**config.mk**
```make
export PLATFORM = sky130hd
export DESIGN_NAME = pair_issue_stage
export DESIGN_NICKNAME = d
export VERILOG_FILES = /design/src/rtl/pair_pkg.sv /design/src/rtl/pair_decode.sv /design/src/rtl/pair_hazard.sv /design/src/rtl/pair_issue_stage.sv
export SDC_FILE = /design/constraint.sdc
export NUM_CORES = 1
export LEC_CHECK = 0
export CAP_MARGIN = 0
export CORE_ASPECT_RATIO = 1.75
export CORE_UTILIZATION = 35
export DETAILED_ROUTE_END_ITERATION = 10
export PLACE_DENSITY = 0.79
export SETUP_SLACK_MARGIN = 0.3
export SYNTH_ARGS = -nofsm -noshare
export SYNTH_HDL_FRONTEND = slang
export SYNTH_SLANG_ARGS = --single-unit
```
**constraint.sdc**
```tcl
create_clock -name clk -period 2.1 [get_ports clk]
set_input_delay 0.21 -clock clk [delete_from_list [all_inputs] [get_ports clk]]
set_output_delay 0.21 -clock clk [all_outputs]
set_load 0.05 [all_outputs]
```
**src/rtl/pair_pkg.sv**
```systemverilog
// Shared field layout, class codes and per-class properties for the
// pairing stage. Assumes the fixed 32-bit word format described in BRIEF.
package pair_pkg;
    parameter int WORD_W    = 32;
    parameter int REG_W     = 5;
    parameter int CLASS_W   = 4;
    localparam int CLS_HI   = WORD_W - 1;
    localparam int CLS_LO   = WORD_W - CLASS_W;
    localparam int RD_LO    = CLS_LO - REG_W;
    localparam int RS1_LO   = RD_LO - REG_W;
    localparam int RS2_LO   = RS1_LO - REG_W;
    localparam int IMM_BIT  = RS2_LO - 1;
    localparam logic [WORD_W-1:0] NOP_WORD = '0;

    typedef enum logic [CLASS_W-1:0] {
        CL_ADD = 4'd0, CL_SHIFT = 4'd1, CL_LOGIC = 4'd2, CL_LOAD = 4'd3,
        CL_STORE = 4'd4, CL_BRANCH = 4'd5, CL_JUMP = 4'd6, CL_CALL = 4'd7,
        CL_TRAP = 4'd8, CL_MUL = 4'd9, CL_DIV = 4'd10, CL_STRD = 4'd11,
        CL_STWR = 4'd12, CL_RSV13 = 4'd13, CL_RSV14 = 4'd14, CL_RSV15 = 4'd15
    } op_class_e;

    typedef struct packed {
        op_class_e          cls;
        logic [REG_W-1:0]   rd;
        logic [REG_W-1:0]   rs1;
        logic [REG_W-1:0]   rs2;
        logic               reads_rs2;
        logic               writes_rd;
        logic               simple;
    } dec_t;

    // True for classes the secondary pipe can execute.
    function automatic logic cls_simple(input logic [CLASS_W-1:0] c);
        return (c == CL_ADD) || (c == CL_SHIFT) || (c == CL_LOGIC);
    endfunction

    // True for classes that write their destination field.
    function automatic logic cls_writes(input logic [CLASS_W-1:0] c);
        case (c)
            CL_ADD, CL_SHIFT, CL_LOGIC, CL_LOAD,
            CL_CALL, CL_MUL, CL_DIV, CL_STRD: return 1'b1;
            default:                          return 1'b0;
        endcase
    endfunction
endpackage

```
**src/rtl/pair_decode.sv**
```systemverilog
// Splits one fetched word into the fields the pairing decision needs.
// Assumes the package field layout; performs no full decode.
module pair_decode
    import pair_pkg::*;
(
    input  logic [WORD_W-1:0] word,
    output dec_t              dec
);
    // Field extraction and class properties.
    always_comb begin
        dec.cls       = op_class_e'(word[CLS_HI:CLS_LO]);
        dec.rd        = word[RD_LO +: REG_W];
        dec.rs1       = word[RS1_LO +: REG_W];
        dec.rs2       = word[RS2_LO +: REG_W];
        dec.reads_rs2 = ~word[IMM_BIT];
        dec.writes_rd = cls_writes(word[CLS_HI:CLS_LO]);
        dec.simple    = cls_simple(word[CLS_HI:CLS_LO]);
    end
endmodule

```
**src/rtl/pair_hazard.sv**
```systemverilog
// Detects register dependencies between the older and younger word of a
// candidate pair. Register 0 is a sink and never creates a hazard.
module pair_hazard
    import pair_pkg::*;
(
    input  dec_t older,
    input  dec_t younger,
    output logic raw,
    output logic waw
);
    logic older_wr;

    // Dependency comparisons against the older destination.
    always_comb begin
        older_wr = older.writes_rd && (older.rd != '0);
        raw = older_wr && ((younger.rs1 == older.rd) ||
                           (younger.reads_rs2 && (younger.rs2 == older.rd)));
        waw = older_wr && younger.writes_rd && (younger.rd == older.rd);
    end
endmodule

```
**src/rtl/pair_issue_stage.sv**
```systemverilog
// Prefetch pairing stage: chooses dual or single issue for each fetched
// pair, registers the two issue slots and reports the fetch advance
// combinationally. Assumes the fetch unit holds a pair until consumed.
module pair_issue_stage
    import pair_pkg::*;
(
    input  logic        clk,
    input  logic        rst_n,
    input  logic [31:0] fetch_word0,
    input  logic [31:0] fetch_word1,
    input  logic        fetch_valid0,
    input  logic        fetch_valid1,
    input  logic        icache_miss,
    input  logic        sec_enable,
    input  logic        sec_ready,
    output logic        prim_valid,
    output logic [31:0] prim_word,
    output logic        sec_valid,
    output logic [31:0] sec_word,
    output logic [1:0]  fetch_adv
);
    localparam int SLOTS = 2;

    logic [WORD_W-1:0] words [SLOTS];
    dec_t              decs  [SLOTS];
    logic              raw_hz, waw_hz;
    logic              sec_open, pair_ok;

    assign words[0] = fetch_word0;
    assign words[1] = fetch_word1;

    for (genvar s = 0; s < SLOTS; s++) begin : g_dec
        pair_decode u_dec (.word(words[s]), .dec(decs[s]));
    end

    pair_hazard u_hz (
        .older  (decs[0]),
        .younger(decs[1]),
        .raw    (raw_hz),
        .waw    (waw_hz)
    );

    // Pairing decision and fetch advance for the presented pair.
    always_comb begin
        sec_open  = sec_enable && sec_ready && !icache_miss;
        pair_ok   = fetch_valid0 && fetch_valid1 && sec_open &&
                    decs[1].simple && !raw_hz && !waw_hz;
        fetch_adv = !fetch_valid0 ? 2'd0 : (pair_ok ? 2'd2 : 2'd1);
    end

    // Issue slot registers, NOP when a slot is unused.
    always_ff @(posedge clk) begin
        if (!rst_n) begin
            prim_valid <= 1'b0;
            prim_word  <= NOP_WORD;
            sec_valid  <= 1'b0;
            sec_word   <= NOP_WORD;
        end else begin
            prim_valid <= fetch_valid0;
            prim_word  <= fetch_valid0 ? fetch_word0 : NOP_WORD;
            sec_valid  <= pair_ok;
            sec_word   <= pair_ok ? fetch_word1 : NOP_WORD;
        end
    end
endmodule

```
**Word-level counts from Yosys, hierarchy flattened**

Memories as Yosys holds them, arrays and structs flattened.
Index checks and enable logic that the tools add are counted.

- Register bits: 66
- ROM bits: 32
- Input port bits: 71
- Output and inout port bits: 68
- Word-level logic and storage cells: 36
- Memories kept: 2

Memories:

| memory | depth | width | read ports | clocked after memory_dff | wr ports | line | text |
|---|---|---|---|---|---|---|---|
| (name not given) | 16 | 1 | 1 | 0 | 0 | pair_pkg.sv:39 | `case (c)` |
| (name not given) | 16 | 1 | 1 | 0 | 0 | pair_pkg.sv:39 |  |

- Eq/ne operators: 5
- Muxes and demuxes: 2
- Bitwise gates (word level): 1
- Reduce and logical (&&, ||, !) cells: 22

Operators by type and width:

| operator | number |
|---|---|
| 5-bit equality test | 3 |
| 1-bit logical AND | 12 |
| 5-bit nonzero test | 1 |
| 4-bit by 1-bit equality test with 1-bit output, second input constant | 1 |
| 4-bit by 2-bit equality test with 1-bit output, second input constant | 1 |
| 4-bit logical NOT | 1 |
| 2-bit 2-to-1 mux | 2 |
| 2-bit AND reduction | 2 |
| 1-bit logical NOT | 3 |
| 1-bit logical OR | 3 |
| 1-bit NOT | 1 |

**Logic depth before layout (Yosys ltp)**

Gate-level depths: netlist of the first run.

- Depth after elaboration: 9
- Mapped depth: 6
- Depth with buffers taken out: 5

**Cells and area by module**

From an unflattened synthesis of the first run, not the netlist that was laid out.

- Cell total of the unflattened synthesis: 261
- Area total of the unflattened synthesis: 2670.1 sq um

By module, submodules not included:

| module | instances | cells each | area each (sq um) | sequential area each (sq um) |
|---|---|---|---|---|
| pair_issue_stage | 1 | 186 | 2130.8 | 1321.3 |
| pair_decode | 2 | 25 | 175.2 | 0.0 |
| pair_hazard | 1 | 25 | 188.9 | 0.0 |

**Worst setup path before layout of the first run**

OpenSTA, ideal clock, no wires.

- Path type: input port to output port
- Start point: in fetch_word0[27]
- End point: out fetch_adv[0]
- Arrival: 1.610 ns
- Required time: 1.890 ns
- Setup slack: 0.280 ns
- Stages on the path: 5
- Path buffers: 0
- Path through: xor2_1 -> nor4_1 -> o211ai_1 -> a221oi_4 -> o21a_1

- Cells in the longest elaborated chain, start to end: 9
- Elaborated cells on any way between the ends: 16
- Those cells by class: eq/ne (3); mux (2); reduce/logical (11)

Ends and longest elaborated chain:

| item | line | text |
|---|---|---|
| start, declared | pair_issue_stage.sv:9 | `input logic [31:0] fetch_word0,` |
| 5-bit equality test | pair_hazard.sv:17 | `(younger.reads_rs2 && (younger.rs2 == older.rd)));` |
| 1-bit logical AND | pair_hazard.sv:17 |  |
| 1-bit logical OR | pair_hazard.sv:16 | `raw = older_wr && ((younger.rs1 == older.rd) \|\|` |
| 1-bit logical AND | pair_hazard.sv:16 |  |
| 1-bit logical NOT | pair_issue_stage.sv:47 | `decs[1].simple && !raw_hz && !waw_hz;` |
| 1-bit logical AND | pair_issue_stage.sv:47 |  |
| 1-bit logical AND (*) | pair_issue_stage.sv:47 |  |
| 2-bit 2-to-1 mux (*) (2 in a row) | pair_issue_stage.sv:48 | `fetch_adv = !fetch_valid0 ? 2'd0 : (pair_ok ? 2'd2 : 2'd1);` |
| end, declared | pair_issue_stage.sv:20 | `output logic [1:0] fetch_adv` |

Every way passes the cells marked *; elsewhere a longest branch is shown, timed or not.

**Worst setup path in the final report of the first run**

- Start point: in fetch_word1[31]
- End point: out fetch_adv[1]

- Cells in the longest elaborated chain, start to end: 8
- Elaborated cells on any way between the ends: 14
- Those cells by class: eq/ne (2); mux (2); reduce/logical (9); memory (1)

Ends and longest elaborated chain:

| item | line | text |
|---|---|---|
| start, declared | pair_issue_stage.sv:10 | `input logic [31:0] fetch_word1,` |
| branches (longest 5 deep; another with memory 16 x 1 bit) | -- |  |
| 1-bit logical AND (*) | pair_issue_stage.sv:47 |  |
| 2-bit 2-to-1 mux (*) (2 in a row) | pair_issue_stage.sv:48 |  |

Every way passes the cells marked *.

==> impl_metrics.env, run 1 <==
export IMPL_yosysSeqAreaShare_pct=62.6
export IMPL_dp_slack_ns=-0.184
export IMPL_synth_xor_area_share_pct=6.23
export IMPL_seq_power_share_pct=47.6
export IMPL_cts_root_buf="clkbuf_8"
export IMPL_synth_edf_count=0
export IMPL_synth_cells=183
export IMPL_yosysWarnings=0
export IMPL_cpMaxStageDelayCell="a221oi_4"
export IMPL_timing_critical_path_to="fetch_adv[1]"
export IMPL_grt_pass1_vias=1929
export IMPL_comb_power_share_pct=16.0
export IMPL_avgViaCountPerCell=4.59
export IMPL_grt_pass1_wl_mm=9.40
export IMPL_status="completed"
export IMPL_clockPowerShare_pct=36.4
export IMPL_clk_pin_slew_worst_paths_ns=0.07
export IMPL_ir_drop_mv=0.627
export IMPL_cp_cell_sequence="dlygate4sd2_1, nand2b_1, a21oi_2, o211ai_1, a221oi_4, buf_6, nor2_4, buf_8"
export IMPL_cts_buffers=9
export IMPL_initial_core_util_pct=36.2
export IMPL_synth_cell_types=24
export IMPL_vias=1928
export IMPL_end_kind="output port"
export IMPL_slew_viol_final=0
export IMPL_drt_iter0_drc=77
export IMPL_setup_viol=0
export IMPL_yosys_area_share_simple_pct=23.2
export IMPL_synth_top_cells_by_area="dfxtp_1, nor3b_1, and3_1"
export IMPL_gp_congestion=0.805
export IMPL_port_buffers=138
export IMPL_drc=0
export IMPL_tightest_slew_ns=0.559
export IMPL_wl_mm=6.38
export IMPL_fin_crit_ns=1.79
export IMPL_fin_nets=408
export IMPL_synthMuxAreaShare_pct=0
export IMPL_p_switching_w=0.000686
export IMPL_synthArstFlopShare_pct=0
export IMPL_overflow=0
export IMPL_grtUsageTotal_pct=20.9
export IMPL_fmax_mhz=559
export IMPL_path_class="input pin to output port"
export IMPL_startpoint_type="input pin"
export IMPL_slew_headroom_pct=62.6
export IMPL_synthFlopType="dfxtp_1"
export IMPL_layout_drive_gt1_share_pct=17.8
export IMPL_p_leak_nw=1.64
export IMPL_cts_tree="done"
export IMPL_die_height_um=105
export IMPL_p_int_w=0.00202
export IMPL_synth_compound_area_share_pct=4.03
export IMPL_power_total_w=0.00270
export IMPL_finalCritPeriodShare_pct=85.2
export IMPL_required_ns=1.89
export IMPL_dp_hpwl_mm=4.70
export IMPL_syn_to_final_growth_pct=86.3
export IMPL_cp_arrival_ns=1.58
export IMPL_nFillCells=488
export IMPL_wire_per_inst_um=15.2
export IMPL_drt_pass1_iter_count=4
export IMPL_pwr_density_cell_nw_per_um2=688
export IMPL_netSwitchingFraction_pct=25.4
export IMPL_die_x_um=60.7
export IMPL_critPathMaxStageDelay_ns=0.32
export IMPL_holdCritPathClass="input pin to flip-flop"
export IMPL_place_inst=401
export IMPL_cp_startpoint="fetch_word1[31]"
export IMPL_synth_top_area_cell="dfxtp_1"
export IMPL_maxCapViolCount=0
export IMPL_hold_viol_final=0
export IMPL_yosys_area_share_adder_pct=0
export IMPL_netlist_area_um2=2110
export IMPL_path_max_fanout=3
export IMPL_stdcell_count=420
export IMPL_ant_nets=0
export IMPL_rows=37
export IMPL_clock_sinks=66
export IMPL_hold_buffers=0
export IMPL_rsz0062_at_grt="yes"
export IMPL_synth_top_cell_area_share_pct=62.6
export IMPL_synth_top_family_by_area="simple AND/OR/NAND/NOR gates"
export IMPL_ctsLongestPathBuffers=2
export IMPL_antennaDiodeCount=0
export IMPL_synth_seq_cells=66
export IMPL_die_area_um2=6350
export IMPL_setup_ws_ns=0.311
export IMPL_antenna_found_initial=0
export IMPL_syn_area_per_cell_um2=11.5
export IMPL_coreArea_um2=5830
export IMPL_htree_levels=3
export IMPL_grt_start_max_net_pins=35
export IMPL_ios=139
## timing repair
action / in CTS / in global routing
setup buffers: 3 / 0
pin swaps: 15 / 9
gates resized for setup: 74 / 25
setup endpoints to repair: 30 / 26
gates cloned: 0 / 0
## critical path, delay by kind of cell
| family | cells | cell delay, ns |
|---|---|---|
| compound gates | 3 | 0.61 |
| buf+inv | 3 | 0.55 |
| simple gates | 2 | 0.21 |
## worst min-delay path by stage
stage | start | cells past startpoint | to
floorplan | fetch_word1[28] | 2 | sec_word[28]
CTS | fetch_word1[14] | 2 | sec_word[14]
finish | fetch_word1[23] | 2 | sec_word[23]
detailed placement | fetch_word1[4] | 2 | sec_word[4]
global placement | fetch_word1[1] | 2 | sec_word[1]
global route | fetch_word1[27] | 2 | sec_word[27]
## sequential cells by signal, summed over array words and instances, names as in the netlist
name	flops
sec_word	32
prim_valid	1
sec_valid	1
prim_word	32
## layout make-up
class,instances,area (µm²),area share (%)
repair buffers,154,1510,38.5
flip-flops and latches,66,1320,33.6
multi-input cells,103,797,20.3
clock buffers,12,165,4.20
well taps,78,97.6,2.48
clock inverters,4,25.0,0.637
inverters,3,11.3,0.287
## placed cells by master (no fill, tap or decap), drive strengths merged
| master | instances |
|---|---|
| clkdlybuf4s50 | 107 |
| dfxtp | 66 |
| and3 | 32 |
| nor3b | 29 |
| buf | 29 |
| clkbuf | 13 |
| dlygate4sd2 | 11 |
| xnor2 | 9 |
| xor2 | 6 |
| dlymetal6s2s | 4 |
| nor2 | 4 |
| a21oi | 4 |
| nand2 | 3 |
| inv | 3 |
| nor3 | 2 |
| clkinvlp | 2 |
| clkinv | 2 |
| conb | 2 |
| nand3 | 2 |
| clkdlybuf4s15 | 2 |
| a2111oi | 1 |
| nand4 | 1 |
| o32a | 1 |
| nand2b | 1 |
| nor4 | 1 |
| o211ai | 1 |
| o21ai | 1 |
| a221oi | 1 |
| o21a | 1 |
| and2 | 1 |
## per-stage QoR
stage	area (µm²)	setup TNS, ns	utilization, %	hold WS, ns
floorplan	2110	0	-	0.352
global placement	3640	-4.09	62.5	0.779
detailed placement	3640	-5.12	62.5	0.780
CTS	3830	0	65.7	0.144
global route	3930	0	67.4	0.131
finish	3930	0	67.4	0.154
## cell families after synthesis
logic type | Yosys count
flip-flops | 66
AND/OR/NAND/NOR | 76
XOR/XNOR | 15
buffers and inverters | 15
AO/OA/AOI/OAI | 10
other | 1
## power by group through the flow
| stage | Clock [W] | Sequential, W | Combinational [W] |
|---|---|---|---|
| floorplan | 0 | 0.00142 | 0.0000869 |
| global placement | 0 | 0.00131 | 0.000417 |
| detailed placement | 0 | 0.00132 | 0.000421 |
| CTS | 0.00102 | 0.00129 | 0.000415 |
| global route | 0.00108 | 0.00129 | 0.000455 |
| finish | 0.000984 | 0.00129 | 0.000432 |
## Yosys cell counts, drive strengths merged, types with 2 or more instances
master	instances
a21oi	4
and3	32
buf	3
clkbuf	9
dfxtp	66
inv	3
nand2	3
nand3	2
nor2	4
nor3	2
nor3b	29
xnor2	9
xor2	6
## routing by layer
layer	global-route usage, %	vias up	part of all wire, %
met3	4.70	17	6.2
li1	-	935	-
met1	20.9	879	35
met2	35.2	97	55
met4	16.1	0	3.8
met5	0	-	0
Power figures use the tool's default switching activity.
==> inputs of run 2 (changes only) <==
- REMOVE_ABC_BUFFERS: unset -> 1
==> impl_metrics.env, run 2 (synthesized netlist as in run 1, its figures left out) <==
export IMPL_status="completed"
export IMPL_end_kind="output port"
export IMPL_setup_viol=0
export IMPL_top_regs="prim_word: 32 flops, sec_word: 32 flops"
export IMPL_wl_mm=5.95
export IMPL_drc=0
export IMPL_critPathMaxStageDelay_ns=0.39
export IMPL_hold_viol_final=0
export IMPL_hold_buffers=0
export IMPL_layout_core_utilization_pct=67.3
export IMPL_syn_to_final_growth_pct=86.1
export IMPL_layout_commonest_cell="clkdlybuf4s50_1"
export IMPL_cp_arrival_ns=1.68
export IMPL_overflow=0
export IMPL_dp_slack_ns=-0.253
export IMPL_rsz0062_at_grt="yes"
export IMPL_grtUsageTotal_pct=19.5
export IMPL_setup_ws_ns=0.210
export IMPL_finalCritPeriodShare_pct=90.0
export IMPL_antennaDiodeCount=0
export IMPL_multiInputGateArea_um2=787
export IMPL_fin_nets=412
export IMPL_clk_pin_slew_worst_paths_ns=0.07
export IMPL_drt_pass1_iter_count=4
export IMPL_grt_start_max_net_pins=34
export IMPL_cpMaxStageDelayCell="o32a_1"
export IMPL_slew_headroom_pct=63.0
export IMPL_ctsLongestPathBuffers=2
export IMPL_die_x_um=60.7
export IMPL_vias=1933
export IMPL_die_area_um2=6350
export IMPL_fin_crit_ns=1.89
export IMPL_slew_viol_final=0
export IMPL_ios=139
export IMPL_p_leak_nw=1.64
export IMPL_gp_congestion=0.763
export IMPL_path_max_fanout=3
export IMPL_grt_pass1_vias=1939
export IMPL_ir_drop_mv=0.499
export IMPL_seq_area_um2=1320
export IMPL_startpoint_type="input pin"
export IMPL_cts_tree="done"
export IMPL_rows=37
export IMPL_coreArea_um2=5830
export IMPL_dp_hpwl_mm=4.39
export IMPL_maxCapViolCount=0
export IMPL_tightest_slew_ns=0.554
export IMPL_place_inst=403
export IMPL_htree_levels=3
export IMPL_clock_sinks=66
export IMPL_required_ns=1.89
export IMPL_ant_nets=0
export IMPL_cts_buffers=9
export IMPL_cp_cell_sequence="buf_6, buf_4, xnor2_2, nand4_1, o32a_1, a221oi_4, o21a_1, buf_12"
export IMPL_path_class="input pin to output port"
export IMPL_die_height_um=105
export IMPL_port_buffers=138
export IMPL_grt_pass1_wl_mm=9.01
export IMPL_antenna_found_initial=0
export IMPL_avgViaCountPerCell=4.56
export IMPL_cts_root_buf="clkbuf_8"
export IMPL_holdCritPathClass="input pin to flip-flop"
export IMPL_fmax_mhz=529
export IMPL_nFillCells=483
export IMPL_layout_common_cells="clkdlybuf4s50_1, dfxtp_1, and3_1"
export IMPL_initial_core_util_pct=36.2
export IMPL_stdcell_count=424
export IMPL_layout_drive_gt1_share_pct=18.2
export IMPL_wire_per_inst_um=14.0
export IMPL_pwr_density_cell_nw_per_um2=696
export IMPL_drt_iter0_drc=41
run 2: timing repair:
item,in CTS,in global routing
endpoints found under the hold margin,0,0
buffers inserted,2,3
pin swaps,11,13
gates resized for setup,70,16
setup endpoints to repair,33,2
run 2: metal layers:
metal | track usage, % | vias to the layer above | part of all wire (%)
li1 | - | 937 | -
met5 | 0 | - | 0
met4 | 11.0 | 0 | 2.2
met3 | 7.43 | 10 | 7.2
met1 | 18.2 | 902 | 35
met2 | 34.0 | 84 | 55
run 2: final cells by class:
class / instances / area share (%)
repair buffers: 158 / 38.6
flip-flops and latches: 66 / 33.7
multi-input cells: 103 / 20.1
clock buffers: 9 / 3.16
well taps: 78 / 2.49
clock inverters: 7 / 1.79
inverters: 3 / 0.287
run 2: worst max-delay path: cells and delay by family:
kind	cells	cell delay, ns
AO/OA/AOI/OAI	3	0.87
buffers and inverters	3	0.37
XOR/XNOR	1	0.11
AND/OR/NAND/NOR	1	0.11
run 2: stage by stage:
step           hold slack (ns)  total power (W)  TNS (ns)  instance area [µm²]
6_report                 0.122          0.00273         0                 3930
5_1_grt                  0.107          0.00285         0                 3930
4_1_cts                  0.102          0.00276         0                 3890
3_5_place_dp             0.782          0.00174     -5.90                 3640
3_3_place_gp             0.779          0.00173     -4.71                 3640
2_1_floorplan            0.332          0.00149    -0.314                 2050
run 2: report_power, final:
| group | internal [W] | leakage [nW] | switching, W | total [W] |
|---|---|---|---|---|
| sequential | 0.00128 | 0.538 | 0.00000630 | 0.00129 |
| combinational | 0.000220 | 1.00 | 0.000213 | 0.000433 |
| clock | 0.000545 | 0.0990 | 0.000469 | 0.00101 |
run 2: path summary, 6_finish.rpt:
check            start             to  slack [ns]  cells after the start
min    fetch_word0[26]  prim_word[26]        0.12                      2
max    fetch_word0[27]   fetch_adv[0]        0.21                      8
==> inputs of run 3 (changes only) <==
- CORE_UTILIZATION: 35 -> 40
- DONT_BUFFER_PORTS: unset -> 1
- PLACE_DENSITY: 0.79 -> unset
==> impl_metrics.env, run 3 (synthesized netlist as in run 1, its figures left out) <==
export IMPL_gp_congestion=0.733
export IMPL_p_leak_nw=1.00
export IMPL_layout_commonest_cell="dfxtp_1"
export IMPL_path_max_fanout=5
export IMPL_seq_power_share_pct=56.0
export IMPL_initial_core_util_pct=42.0
export IMPL_holdPathStages=1
export IMPL_drt_pass1_iter_count=7
export IMPL_overflow=0
export IMPL_finalCritPeriodShare_pct=82.0
export IMPL_grtUsageTotal_pct=17.3
export IMPL_maxCapViolCount=0
export IMPL_critical_path_top_delay_family="compound AO/OA/AOI/OAI gates"
export IMPL_htree_levels=3
export IMPL_status="complete, but fails checks"
export IMPL_drt_iter0_drc=80
export IMPL_layout_core_utilization_pct=47.8
export IMPL_power_total_w=0.00248
export IMPL_critPathMaxStageDelay_ns=0.36
export IMPL_port_buffers=0
export IMPL_antenna_found_initial=0
export IMPL_busiest_layer="met2"
export IMPL_grt_start_max_net_pins=36
export IMPL_clk_pin_slew_worst_paths_ns=0.06
export IMPL_avgViaCountPerCell=5.42
export IMPL_tightest_slew_ns=0.579
export IMPL_ios=139
export IMPL_layout_drive_gt1_share_pct=11.1
export IMPL_p_int_w=0.00191
export IMPL_setup_viol=0
export IMPL_netSwitchingFraction_pct=23.1
export IMPL_crit_cells=6
export IMPL_die_area_um2=5580
export IMPL_grt_pass1_vias=1352
export IMPL_cts_tree="done"
export IMPL_ir_drop_mv=0.493
export IMPL_slew_viol_final=0
export IMPL_fmax_mhz=581
export IMPL_p_switching_w=0.000574
export IMPL_cp_cell_sequence="xor2_1, nor4_1, o211ai_1, a221oi_4, o21a_1, buf_12"
export IMPL_hold_viol_final=0
export IMPL_cp_arrival_ns=1.51
export IMPL_pwr_density_cell_nw_per_um2=1030
export IMPL_setup_tns_ns=0
export IMPL_wl_mm=4.74
export IMPL_cts_buffers=9
export IMPL_fin_crit_ns=1.72
export IMPL_met1_usage_pct=15.3
export IMPL_path_class="input pin to output port"
export IMPL_holdCritPathClass="input pin to flip-flop"
export IMPL_clockPowerShare_pct=40.0
export IMPL_fin_nets=265
export IMPL_end_kind="output port"
export IMPL_dp_hpwl_mm=3.31
export IMPL_cts_root_buf="clkbuf_8"
export IMPL_die_height_um=98.1
export IMPL_critPathBufInv=1
export IMPL_wire_per_inst_um=18.8
export IMPL_syn_to_final_growth_pct=13.8
export IMPL_clock_sinks=66
export IMPL_drc=28
export IMPL_antennaDiodeCount=0
export IMPL_rows=34
export IMPL_ant_nets=0
export IMPL_grt_pass1_wl_mm=6.98
export IMPL_slew_headroom_pct=60.4
export IMPL_vias=1366
export IMPL_rsz0062_at_grt="no"
export IMPL_coreArea_um2=5020
export IMPL_comb_power_share_pct=4.0
export IMPL_top_regs="prim_word: 32 flops, sec_word: 32 flops"
export IMPL_layout_common_cells="dfxtp_1, and3_1, nor3b_1"
export IMPL_use_met2_pct=29.6
export IMPL_startpoint_type="input pin"
export IMPL_cpMaxStageDelayCell="a221oi_4"
export IMPL_ctsLongestPathBuffers=2
export IMPL_use_met3_pct=8.21
export IMPL_required_ns=1.89
export IMPL_die_x_um=56.9
export IMPL_violations="design-rule violations"
run 3: cell types whose count changed in the layout (fill, tap and decap cells not counted), moves of 2 or more:
cell             previous run  this run
dlygate4sd2_1              11         0
clkbuf_2                    4         0
dlymetal6s2s_1              2         0
a21oi_2                     3         0
buf_2                       3         0
clkbuf_1                    0         2
clkdlybuf4s50_1           110         0
clkinv_4                    2         0
xnor2_2                     4         0
buf_4                      18         7
buf_6                       9         0
dlygate4sd3_1               0         3
xnor2_1                     5         9
a21oi_1                     1         4
run 3: worst paths after layout:
path / startpoint / to / slack [ns]
setup / recovery: fetch_word0[27] / fetch_adv[0] / 0.38
hold / removal: fetch_word0[29] / prim_word[29] / 0.02
run 3: per-stage QoR:
stage	instance area [µm²]	instances	setup WS, ns	hold WS [ns]
finish	2400	252	0.378	0.0188
global route	2400	252	0.301	0.000742
CTS	2380	250	0.358	0.00122
detailed placement	2170	232	0.213	0.341
global placement	2170	232	0.236	0.340
floorplan	2050	172	-0.179	0.332
run 3: power by group through the flow:
stage	combinational [W]	clock [W]	sequential, W
after floorplan	0.0000721	0	0.00142
after global placement	0.0000902	0	0.00142
after detailed placement	0.0000914	0	0.00142
after CTS	0.0000973	0.00102	0.00139
after global routing	0.000108	0.00109	0.00139
final	0.0000986	0.000994	0.00139
run 3: timing repair:
action / in CTS / in global routing
resized for setup: 0 / 0
endpoints found under the setup margin: 2 / 1
hold endpoints to repair: 1 / 1
gates cloned: 0 / 0
hold buffers: 2 / 1
buffers inserted: 1 / 1
pin swaps: 1 / 2
run 3: area by class of cell:
| class | instances | area, µm² |
|---|---|---|
| Clock buffer | 12 | 145 |
| Clock inverter | 3 | 40.0 |
| Fill cell | 471 | 2620 |
| Inverter | 3 | 11.3 |
| Multi-Input combinational cell | 103 | 713 |
| Sequential cell | 66 | 1320 |
| Tap cell | 54 | 67.6 |
| Timing Repair Buffer | 11 | 103 |
run 3: layer usage:
metal,vias up,part of all wire (%)
met5,-,0
met4,0,3.0
met3,12,11
met2,103,52
met1,609,34
li1,642,-
